==> src/rtl/sarpar_pkg.sv <==
`timescale 1ns/1ps
package sarpar_pkg;

    localparam int RAW_W  = 16;
    localparam int BYTE_W = 8;

    typedef enum logic [3:0] {
        S_BOOT,
        S_ABT_SU,
        S_ABT_LO,
        S_ABT_ACQ,
        S_IDLE,
        S_SETUP,
        S_CONV,
        S_WLO,
        S_WHI,
        S_RDH,
        S_RDL,
        S_REL
    } seq_state_e;

    typedef struct packed {
        logic cs_n;
        logic rc_n;
        logic bsel;
    } pins_t;

    function automatic int imax(input int a, input int b);
        return (a > b) ? a : b;
    endfunction

    // Converter pin levels owned by each sequencer state.
    function automatic pins_t pins_of(input seq_state_e s);
        pins_t p;
        p.cs_n = 1'b1;
        p.rc_n = 1'b1;
        p.bsel = 1'b0;
        case (s)
            S_ABT_SU, S_SETUP: p.cs_n = 1'b0;
            S_ABT_LO, S_CONV: begin
                p.cs_n = 1'b0;
                p.rc_n = 1'b0;
            end
            S_RDH: p.cs_n = 1'b0;
            S_RDL: begin
                p.cs_n = 1'b0;
                p.bsel = 1'b1;
            end
            default: ;
        endcase
        return p;
    endfunction

endpackage

==> src/rtl/sarpar_sync.sv <==
`timescale 1ns/1ps
module sarpar_sync #(
    parameter int   STAGES = 2,
    parameter logic RST_V  = 1'b1
) (
    input  logic clk,
    input  logic rst_n,
    input  logic din,
    output logic dout
);
    logic [STAGES-1:0] sh_d, sh_q;

    always_comb begin
        sh_d = {sh_q[STAGES-2:0], din};
    end

    always_ff @(posedge clk) begin
        if (!rst_n) sh_q <= {STAGES{RST_V}};
        else        sh_q <= sh_d;
    end

    assign dout = sh_q[STAGES-1];
endmodule

==> src/rtl/sarpar_seq.sv <==
`timescale 1ns/1ps
module sarpar_seq
    import sarpar_pkg::*;
#(
    parameter int PER_W   = 16,
    parameter int T_SU    = 2,
    parameter int T_PULSE = 8,
    parameter int T_EN    = 6,
    parameter int T_BYTE  = 6,
    parameter int T_REL   = 17,
    parameter int T_CYCLE = 800,
    parameter int T_BFALL = 6,
    parameter int T_CTO   = 1200
) (
    input  logic             clk,
    input  logic             rst_n,
    input  logic             en,
    input  logic             byte_mode,
    input  logic [PER_W-1:0] period_cyc,
    input  logic             busy_s,
    input  logic [RAW_W-1:0] bus_in,
    output pins_t            pins,
    output logic             push,
    output logic [RAW_W-1:0] push_word,
    output logic             err
);
    localparam int TMAX = imax(imax(imax(T_SU, T_PULSE), imax(T_EN, T_BYTE)),
                               imax(imax(T_REL, T_CYCLE), imax(T_BFALL, T_CTO)));
    localparam int CW   = $clog2(TMAX + 1);

    typedef struct packed {
        seq_state_e        st;
        logic [CW-1:0]     cnt;
        logic [PER_W-1:0]  gap;
        logic [BYTE_W-1:0] hi;
        pins_t             pins;
        logic              push;
        logic [RAW_W-1:0]  word;
        logic              err;
    } seq_regs_t;

    seq_regs_t d, q;
    logic [PER_W-1:0] need;
    logic             gap_ok;

    assign need   = (period_cyc > PER_W'(T_CYCLE)) ? period_cyc : PER_W'(T_CYCLE);
    assign gap_ok = ({1'b0, q.gap} + (PER_W+1)'(1)) >= {1'b0, need};

    always_comb begin
        d      = q;
        d.push = 1'b0;
        d.err  = 1'b0;
        d.gap  = (&q.gap) ? q.gap : q.gap + 1'b1;
        case (q.st)
            S_BOOT:   d.st = S_ABT_SU;
            S_ABT_SU: if (q.cnt == CW'(T_SU - 1)) d.st = S_ABT_LO;
            S_ABT_LO: if (q.cnt == CW'(T_PULSE - 1)) d.st = S_ABT_ACQ;
            S_ABT_ACQ: if (q.cnt == CW'(T_CYCLE - 1)) begin
                d.st  = S_IDLE;
                d.gap = '1;
            end
            S_IDLE: if (en && gap_ok) begin
                d.st  = S_SETUP;
                d.gap = '0;
            end
            S_SETUP: if (q.cnt == CW'(T_SU - 1)) d.st = S_CONV;
            S_CONV:  if (q.cnt == CW'(T_PULSE - 1)) d.st = S_WLO;
            S_WLO: begin
                if (!busy_s) begin
                    d.st = S_WHI;
                end else if (q.cnt >= CW'(T_BFALL - 1)) begin
                    d.st  = S_ABT_SU;
                    d.err = 1'b1;
                end
            end
            S_WHI: begin
                if (busy_s) begin
                    d.st = S_RDH;
                end else if (q.cnt >= CW'(T_CTO - 1)) begin
                    d.st  = S_ABT_SU;
                    d.err = 1'b1;
                end
            end
            S_RDH: if (q.cnt == CW'(T_EN - 1)) begin
                if (byte_mode) begin
                    d.hi = bus_in[BYTE_W-1:0];
                    d.st = S_RDL;
                end else begin
                    d.word = bus_in;
                    d.push = 1'b1;
                    d.st   = S_REL;
                end
            end
            S_RDL: if (q.cnt == CW'(T_BYTE - 1)) begin
                d.word = {q.hi, bus_in[BYTE_W-1:0]};
                d.push = 1'b1;
                d.st   = S_REL;
            end
            S_REL: if (q.cnt == CW'(T_REL - 1)) d.st = S_IDLE;
            default: d.st = S_BOOT;
        endcase
        if (d.st != q.st)      d.cnt = '0;
        else if (!(&q.cnt))    d.cnt = q.cnt + 1'b1;
        d.pins = pins_of(d.st);
    end

    always_ff @(posedge clk) begin
        if (!rst_n) begin
            q.st   <= S_BOOT;
            q.cnt  <= '0;
            q.gap  <= '1;
            q.hi   <= '0;
            q.pins <= pins_of(S_BOOT);
            q.push <= 1'b0;
            q.word <= '0;
            q.err  <= 1'b0;
        end else begin
            q <= d;
        end
    end

    assign pins      = q.pins;
    assign push      = q.push;
    assign push_word = q.word;
    assign err       = q.err;
endmodule

==> src/rtl/sarpar_out.sv <==
`timescale 1ns/1ps
module sarpar_out
    import sarpar_pkg::*;
#(
    parameter int OUT_W = 24,
    parameter int CNT_W = 8
) (
    input  logic             clk,
    input  logic             rst_n,
    input  logic             push,
    input  logic [RAW_W-1:0] word,
    input  logic             sext_en,
    input  logic             m_ready,
    output logic             m_valid,
    output logic [OUT_W-1:0] m_data,
    output logic [CNT_W-1:0] ovr_cnt
);
    typedef struct packed {
        logic             vld;
        logic [OUT_W-1:0] data;
        logic [CNT_W-1:0] ovr;
    } out_regs_t;

    out_regs_t d, q;
    logic [OUT_W-1:0] ext;

    generate
        if (OUT_W > RAW_W) begin : g_wide
            assign ext = {{(OUT_W-RAW_W){sext_en & word[RAW_W-1]}}, word};
        end else begin : g_same
            logic unused_sx;
            assign unused_sx = sext_en;
            assign ext       = word[OUT_W-1:0];
        end
    endgenerate

    always_comb begin
        d = q;
        if (q.vld && m_ready) d.vld = 1'b0;
        if (push) begin
            if (q.vld && !m_ready && !(&q.ovr)) d.ovr = q.ovr + 1'b1;
            d.vld  = 1'b1;
            d.data = ext;
        end
    end

    always_ff @(posedge clk) begin
        if (!rst_n) begin
            q.vld  <= 1'b0;
            q.data <= '0;
            q.ovr  <= '0;
        end else begin
            q <= d;
        end
    end

    assign m_valid = q.vld;
    assign m_data  = q.data;
    assign ovr_cnt = q.ovr;
endmodule

==> src/rtl/sarpar_host.sv <==
`timescale 1ns/1ps
module sarpar_host
    import sarpar_pkg::*;
#(
    parameter int PER_W   = 16,
    parameter int OUT_W   = 24,
    parameter int CNT_W   = 8,
    parameter int T_SU    = 2,
    parameter int T_PULSE = 8,
    parameter int T_EN    = 6,
    parameter int T_BYTE  = 6,
    parameter int T_REL   = 17,
    parameter int T_CYCLE = 800,
    parameter int T_BFALL = 6,
    parameter int T_CTO   = 1200
) (
    input  logic             clk,
    input  logic             rst_n,
    input  logic             en,
    input  logic             byte_mode,
    input  logic             sext_en,
    input  logic [PER_W-1:0] period_cyc,
    output logic             adc_cs_n,
    output logic             adc_rc_n,
    output logic             adc_byte_sel,
    input  logic             adc_busy,
    input  logic [15:0]      adc_data,
    output logic             m_valid,
    input  logic             m_ready,
    output logic [OUT_W-1:0] m_data,
    output logic             err,
    output logic [CNT_W-1:0] overrun_cnt
);
    logic             busy_s;
    pins_t            pins;
    logic             push;
    logic [RAW_W-1:0] push_word;

    sarpar_sync #(.STAGES(2), .RST_V(1'b1)) u_sync (
        .clk  (clk),
        .rst_n(rst_n),
        .din  (adc_busy),
        .dout (busy_s)
    );

    sarpar_seq #(
        .PER_W(PER_W), .T_SU(T_SU), .T_PULSE(T_PULSE), .T_EN(T_EN),
        .T_BYTE(T_BYTE), .T_REL(T_REL), .T_CYCLE(T_CYCLE),
        .T_BFALL(T_BFALL), .T_CTO(T_CTO)
    ) u_seq (
        .clk       (clk),
        .rst_n     (rst_n),
        .en        (en),
        .byte_mode (byte_mode),
        .period_cyc(period_cyc),
        .busy_s    (busy_s),
        .bus_in    (adc_data),
        .pins      (pins),
        .push      (push),
        .push_word (push_word),
        .err       (err)
    );

    sarpar_out #(.OUT_W(OUT_W), .CNT_W(CNT_W)) u_out (
        .clk    (clk),
        .rst_n  (rst_n),
        .push   (push),
        .word   (push_word),
        .sext_en(sext_en),
        .m_ready(m_ready),
        .m_valid(m_valid),
        .m_data (m_data),
        .ovr_cnt(overrun_cnt)
    );

    assign adc_cs_n     = pins.cs_n;
    assign adc_rc_n     = pins.rc_n;
    assign adc_byte_sel = pins.bsel;
endmodule

==> config.mk <==
export PLATFORM = sky130hd
export DESIGN_NAME = sarpar_host
export DESIGN_NICKNAME = d
export VERILOG_FILES = /design/src/rtl/sarpar_pkg.sv /design/src/rtl/sarpar_sync.sv /design/src/rtl/sarpar_seq.sv /design/src/rtl/sarpar_out.sv /design/src/rtl/sarpar_host.sv
export SDC_FILE = /design/constraint.sdc
export NUM_CORES = 1
export LEC_CHECK = 0
export ABC_AREA = 1
export CAP_MARGIN = 10
export CORE_MARGIN = 2
export CORE_UTILIZATION = 51
export CTS_BUF_LIST = sky130_fd_sc_hd__clkbuf_4
export CTS_CLUSTER_DIAMETER = 50
export CTS_CLUSTER_SIZE = 24
export DETAILED_ROUTE_END_ITERATION = 6
export PLACE_DENSITY_LB_ADDON = 0.2
export SLEW_MARGIN = 20
export SYNTH_ARGS = -nofsm -noshare
export SYNTH_HDL_FRONTEND = slang
export SYNTH_SLANG_ARGS = --single-unit
==> constraint.sdc <==
create_clock -name clk -period 2.55 [get_ports clk]
set_input_delay 0.255 -clock clk [delete_from_list [all_inputs] [get_ports clk]]
set_output_delay 0.255 -clock clk [all_outputs]
set_load 0.005 [all_outputs]
==> metrics.csv <==
metric,value,unit
CP Launch Type,flop,
Area Overhead vs Synth,31.7,%
CP endpoint kind,flop,
Worst Setup SP,u_seq.q[29],
Placed Area,0.00607,mm2
Switching Fraction,0.401,
Core Footprint,0.00933,mm2
FF-to-FF path depth,20,
syn nets,773,
count of final setup violators,31,
Setup WS post-layout,-324,ps
critical path peak fanout,3,
slew at the pin closest to its max-slew limit,508,ps
Comb power frac,0.514,
clock skew,27.7,ps
Leak,0.00285,uW
Port-buffer cells,75,
MaxCap Viol Count,0,
Max-Slew Margin vs Limit,0.661,
Hold Path Class,in2reg,
internal power,2800,uW
Max VDD drop,0.395,mV
initial antenna violation count,0,
CP arrival,3180,ps
Ys Warns,0,
GR Overflow Total,0,
Diodes inserted,0,
final WL,13.4,mm
worst-case clock buffer depth,2,
gr usage total,0.259,
sequential area share after synthesis,0.357,
cell taking the most area after synthesis,dfxtp_1,
Reg power frac,0.335,
CTS tree,done,
dpl cells,934,
Mean Syn Cell Area,6.92,um2
clock period minus final worst setup slack,2870,ps
pin count of the biggest net entering global routing,40,
pwr dens,718,mW/mm2
Vias,4989,
Die X,102,um
worst r2r src,u_seq.q[29],
post-route antenna net violation count,0,
met2 WL,6.65,mm
failing checks,setup timing,
CP cell instances,ha_4 -> nand2_4 -> nor2_4 -> inv_2 -> nor2_4 -> nand3_2 -> nor3_2 -> xor2_1 -> ha_1 -> nand2_1 -> nand2_1 -> a21oi_2 -> o21ai_1 -> a21oi_2 -> nand2_2 -> nand2_4 -> nand3_4 -> buf_6 -> nor2_4 -> nand3_2,
max-slew violation total from the final report,0,
RR Endpoint,u_seq.pins[1],
synth top area cells,"dfxtp_1 (36%), nand2_1 (11%), nor2_1 (7.4%)",
vias per inst,5.17,
Clk pwr share,0.151,
top-area cell type share of the netlist area,0.357,
slowest cell on the critical path,dfxtp_4,
worst setup path end,u_seq.pins[1],
layout cells sized above 1,0.185,
CTS sink count,88,
first-pass GRT wire length,21.9,mm
GP Congestion,0.917,
num rows,35,
"CTS clk-pin slew, worst paths",150,ps
Starting Density,0.529,
clock root buffer,clkbuf_4,
count of cell types in the netlist,38,
setup TNS,-6740,ps
CTS H-Tree Depth,3,
clk_lat worst skew,430,ps
overall power,4670,uW
Post-layout nets,891,
Post-Syn Area,0.00494,mm2
final cell count without fillers,965,
Die Height,102,um
dpl hpwl,9.60,mm
per-cell routed wire length,13.9,um
Psw,1870,uW
M1 WL,5.97,mm
flop-to-flop setup slack,-320,ps
cts bufs inserted,9,
DRC Markers,0,
vias in the first global route,4817,
met3 wire len,635,um
top routing layer used,met4,
Final Hold Viols,0,
Setup CP Type,reg2reg,
Fmax,348,MHz
Die Area,0.0105,mm2
register bit total from synthesis,88,
period utilization,1.13,
post-synthesis cell count,713,
"Req. time, crit path",2860,ps
number of iterations in the first detailed-routing pass,5,
CP max stage delay,400,ps
io pins,76,
status,finished with violations,
CP most frequent cell,nor2_4,
DRT iter0 DRCs,197,
final instance area,0.00650,mm2
RSZ-0062 raised after global routing,true,
[per-stage QoR]
| stage | utilization | hold slack (ps) | worst slack (ps) |
|---|---|---|---|
| after global routing | 0.697 | 339 | -473 |
| after global placement | 0.651 | 409 | -453 |
| final | 0.697 | 360 | -324 |
| after CTS | 0.687 | 339 | -233 |
| after floorplan | - | 362 | -148 |
| after detailed placement | 0.651 | 431 | -612 |
[what timing repair did]
action                                  CTS  global route
cloned                                    1             0
pin swaps                                25            12
endpoints found under the setup margin   31            43
buffers inserted                         12             3
hold buffers                              0             0
gates resized for setup                  29            13
[final cells by class]
class | count | area (um2)
Clock buffer | 10 | 75.1
Clock inverter | 6 | 42.5
Fill cell | 778 | 2830
Inverter | 88 | 330
Multi-Input combinational cell | 509 | 2920
Sequential cell | 88 | 1770
Tap cell | 129 | 161
Timing Repair Buffer | 135 | 1200
[sequential cells by signal, summed over array words and instances (netlist names)]
| name | count |
|---|---|
| u_seq.pins | 3 |
| u_seq.push_word | 16 |
| u_seq.err | 1 |
| u_out.m_data | 17 |
| u_out.m_valid | 1 |
| u_out.ovr_cnt | 8 |
| u_seq.q | 39 |
| u_sync.sh_q | 2 |
| u_seq.push | 1 |
[how the worst min path moves through the flow]
stage | startpoint | to | slack (ps) | cells after the start
after floorplan | adc_busy | u_sync.sh_q[0] | 360 | 1
after global placement | u_sync.sh_q[0] | u_sync.sh_q[1] | 410 | 1
after detailed placement | u_sync.sh_q[0] | u_sync.sh_q[1] | 430 | 1
after CTS | adc_data[15] | u_seq.push_word[15] | 340 | 3
after global routing | adc_data[15] | u_seq.push_word[15] | 340 | 3
final | adc_data[15] | u_seq.push_word[15] | 360 | 3
[cells by family (layout without fill, tap and decap cells)]
kind of cell	after synthesis	count (layout)	share of synthesized area
buf+inv	117	239	0.101
mux	1	1	0.00203
compound gates	128	128	0.136
fa+ha+maj	21	21	0.0532
simple gates	338	339	0.316
xor+xnor	20	20	0.0355
flops	88	88	0.357
[cell usage after synthesis]
cell and n:
nor3_4 1, nand2_1 139, nor3_1 6, nor2_1 97
a21boi_0 1, and2_1 1, nand3_1 38, o21ai_0 60
buf_2 4, or2_2 3, ha_1 21, nand4_1 11
nor4_4 1, mux2i_1 1, a21o_1 2, inv_2 4
a31oi_1 2, inv_1 83, nand2_4 1, xnor2_1 5
nand2_2 9, clkbuf_1 13, nand3_2 3, clkinv_1 1
a21oi_1 58, buf_4 9, o21ai_2 1, buf_6 3
a221oi_1 4, xor2_1 15, and3_2 1, nor3b_1 1
dfxtp_1 88, nor3_2 9, nor4_1 3, nor2_4 2
nor2_2 11, nand3b_1 1
[critical path: cells and delay by family (launching register included)]
| family | cells | cell delay, ps |
|---|---|---|
| fa+ha+maj | 2 | 430 |
| simple gates | 12 | 1150 |
| flops | 1 | 400 |
| buf+inv | 2 | 220 |
| compound gates | 3 | 350 |
| xor+xnor | 1 | 230 |
[cell usage in the layout, fill, tap and decap left out, types with 10 or more instances in the layout]
master	n
nand4_1	11
o21ai_0	58
clkdlybuf4s50_1	75
nor3_2	10
ha_1	18
xor2_1	14
nand3_1	34
a21oi_1	56
clkbuf_4	10
nand2_1	133
nor2_1	92
nand2_2	11
nor2_2	10
inv_1	80
dfxtp_1	85
buf_4	59
[power by group through the flow]
| stage | clock network, uW | logic (uW) | registers (uW) |
|---|---|---|---|
| detailed placement | 0 | 1860 | 1580 |
| finish | 704 | 2400 | 1560 |
| floorplan | 0 | 1250 | 1580 |
| global placement | 0 | 1790 | 1580 |
| CTS | 728 | 2210 | 1550 |
| global route | 786 | 2660 | 1580 |
[routing by layer]
layer | global-route usage | vias to the layer above
met5 | 0 | -
met3 | 0.0534 | 15
met2 | 0.454 | 136
met4 | 0.0728 | 0
li1 | - | 2536
met1 | 0.324 | 2302
No activity file was read; power rests on OpenSTA's default activity.
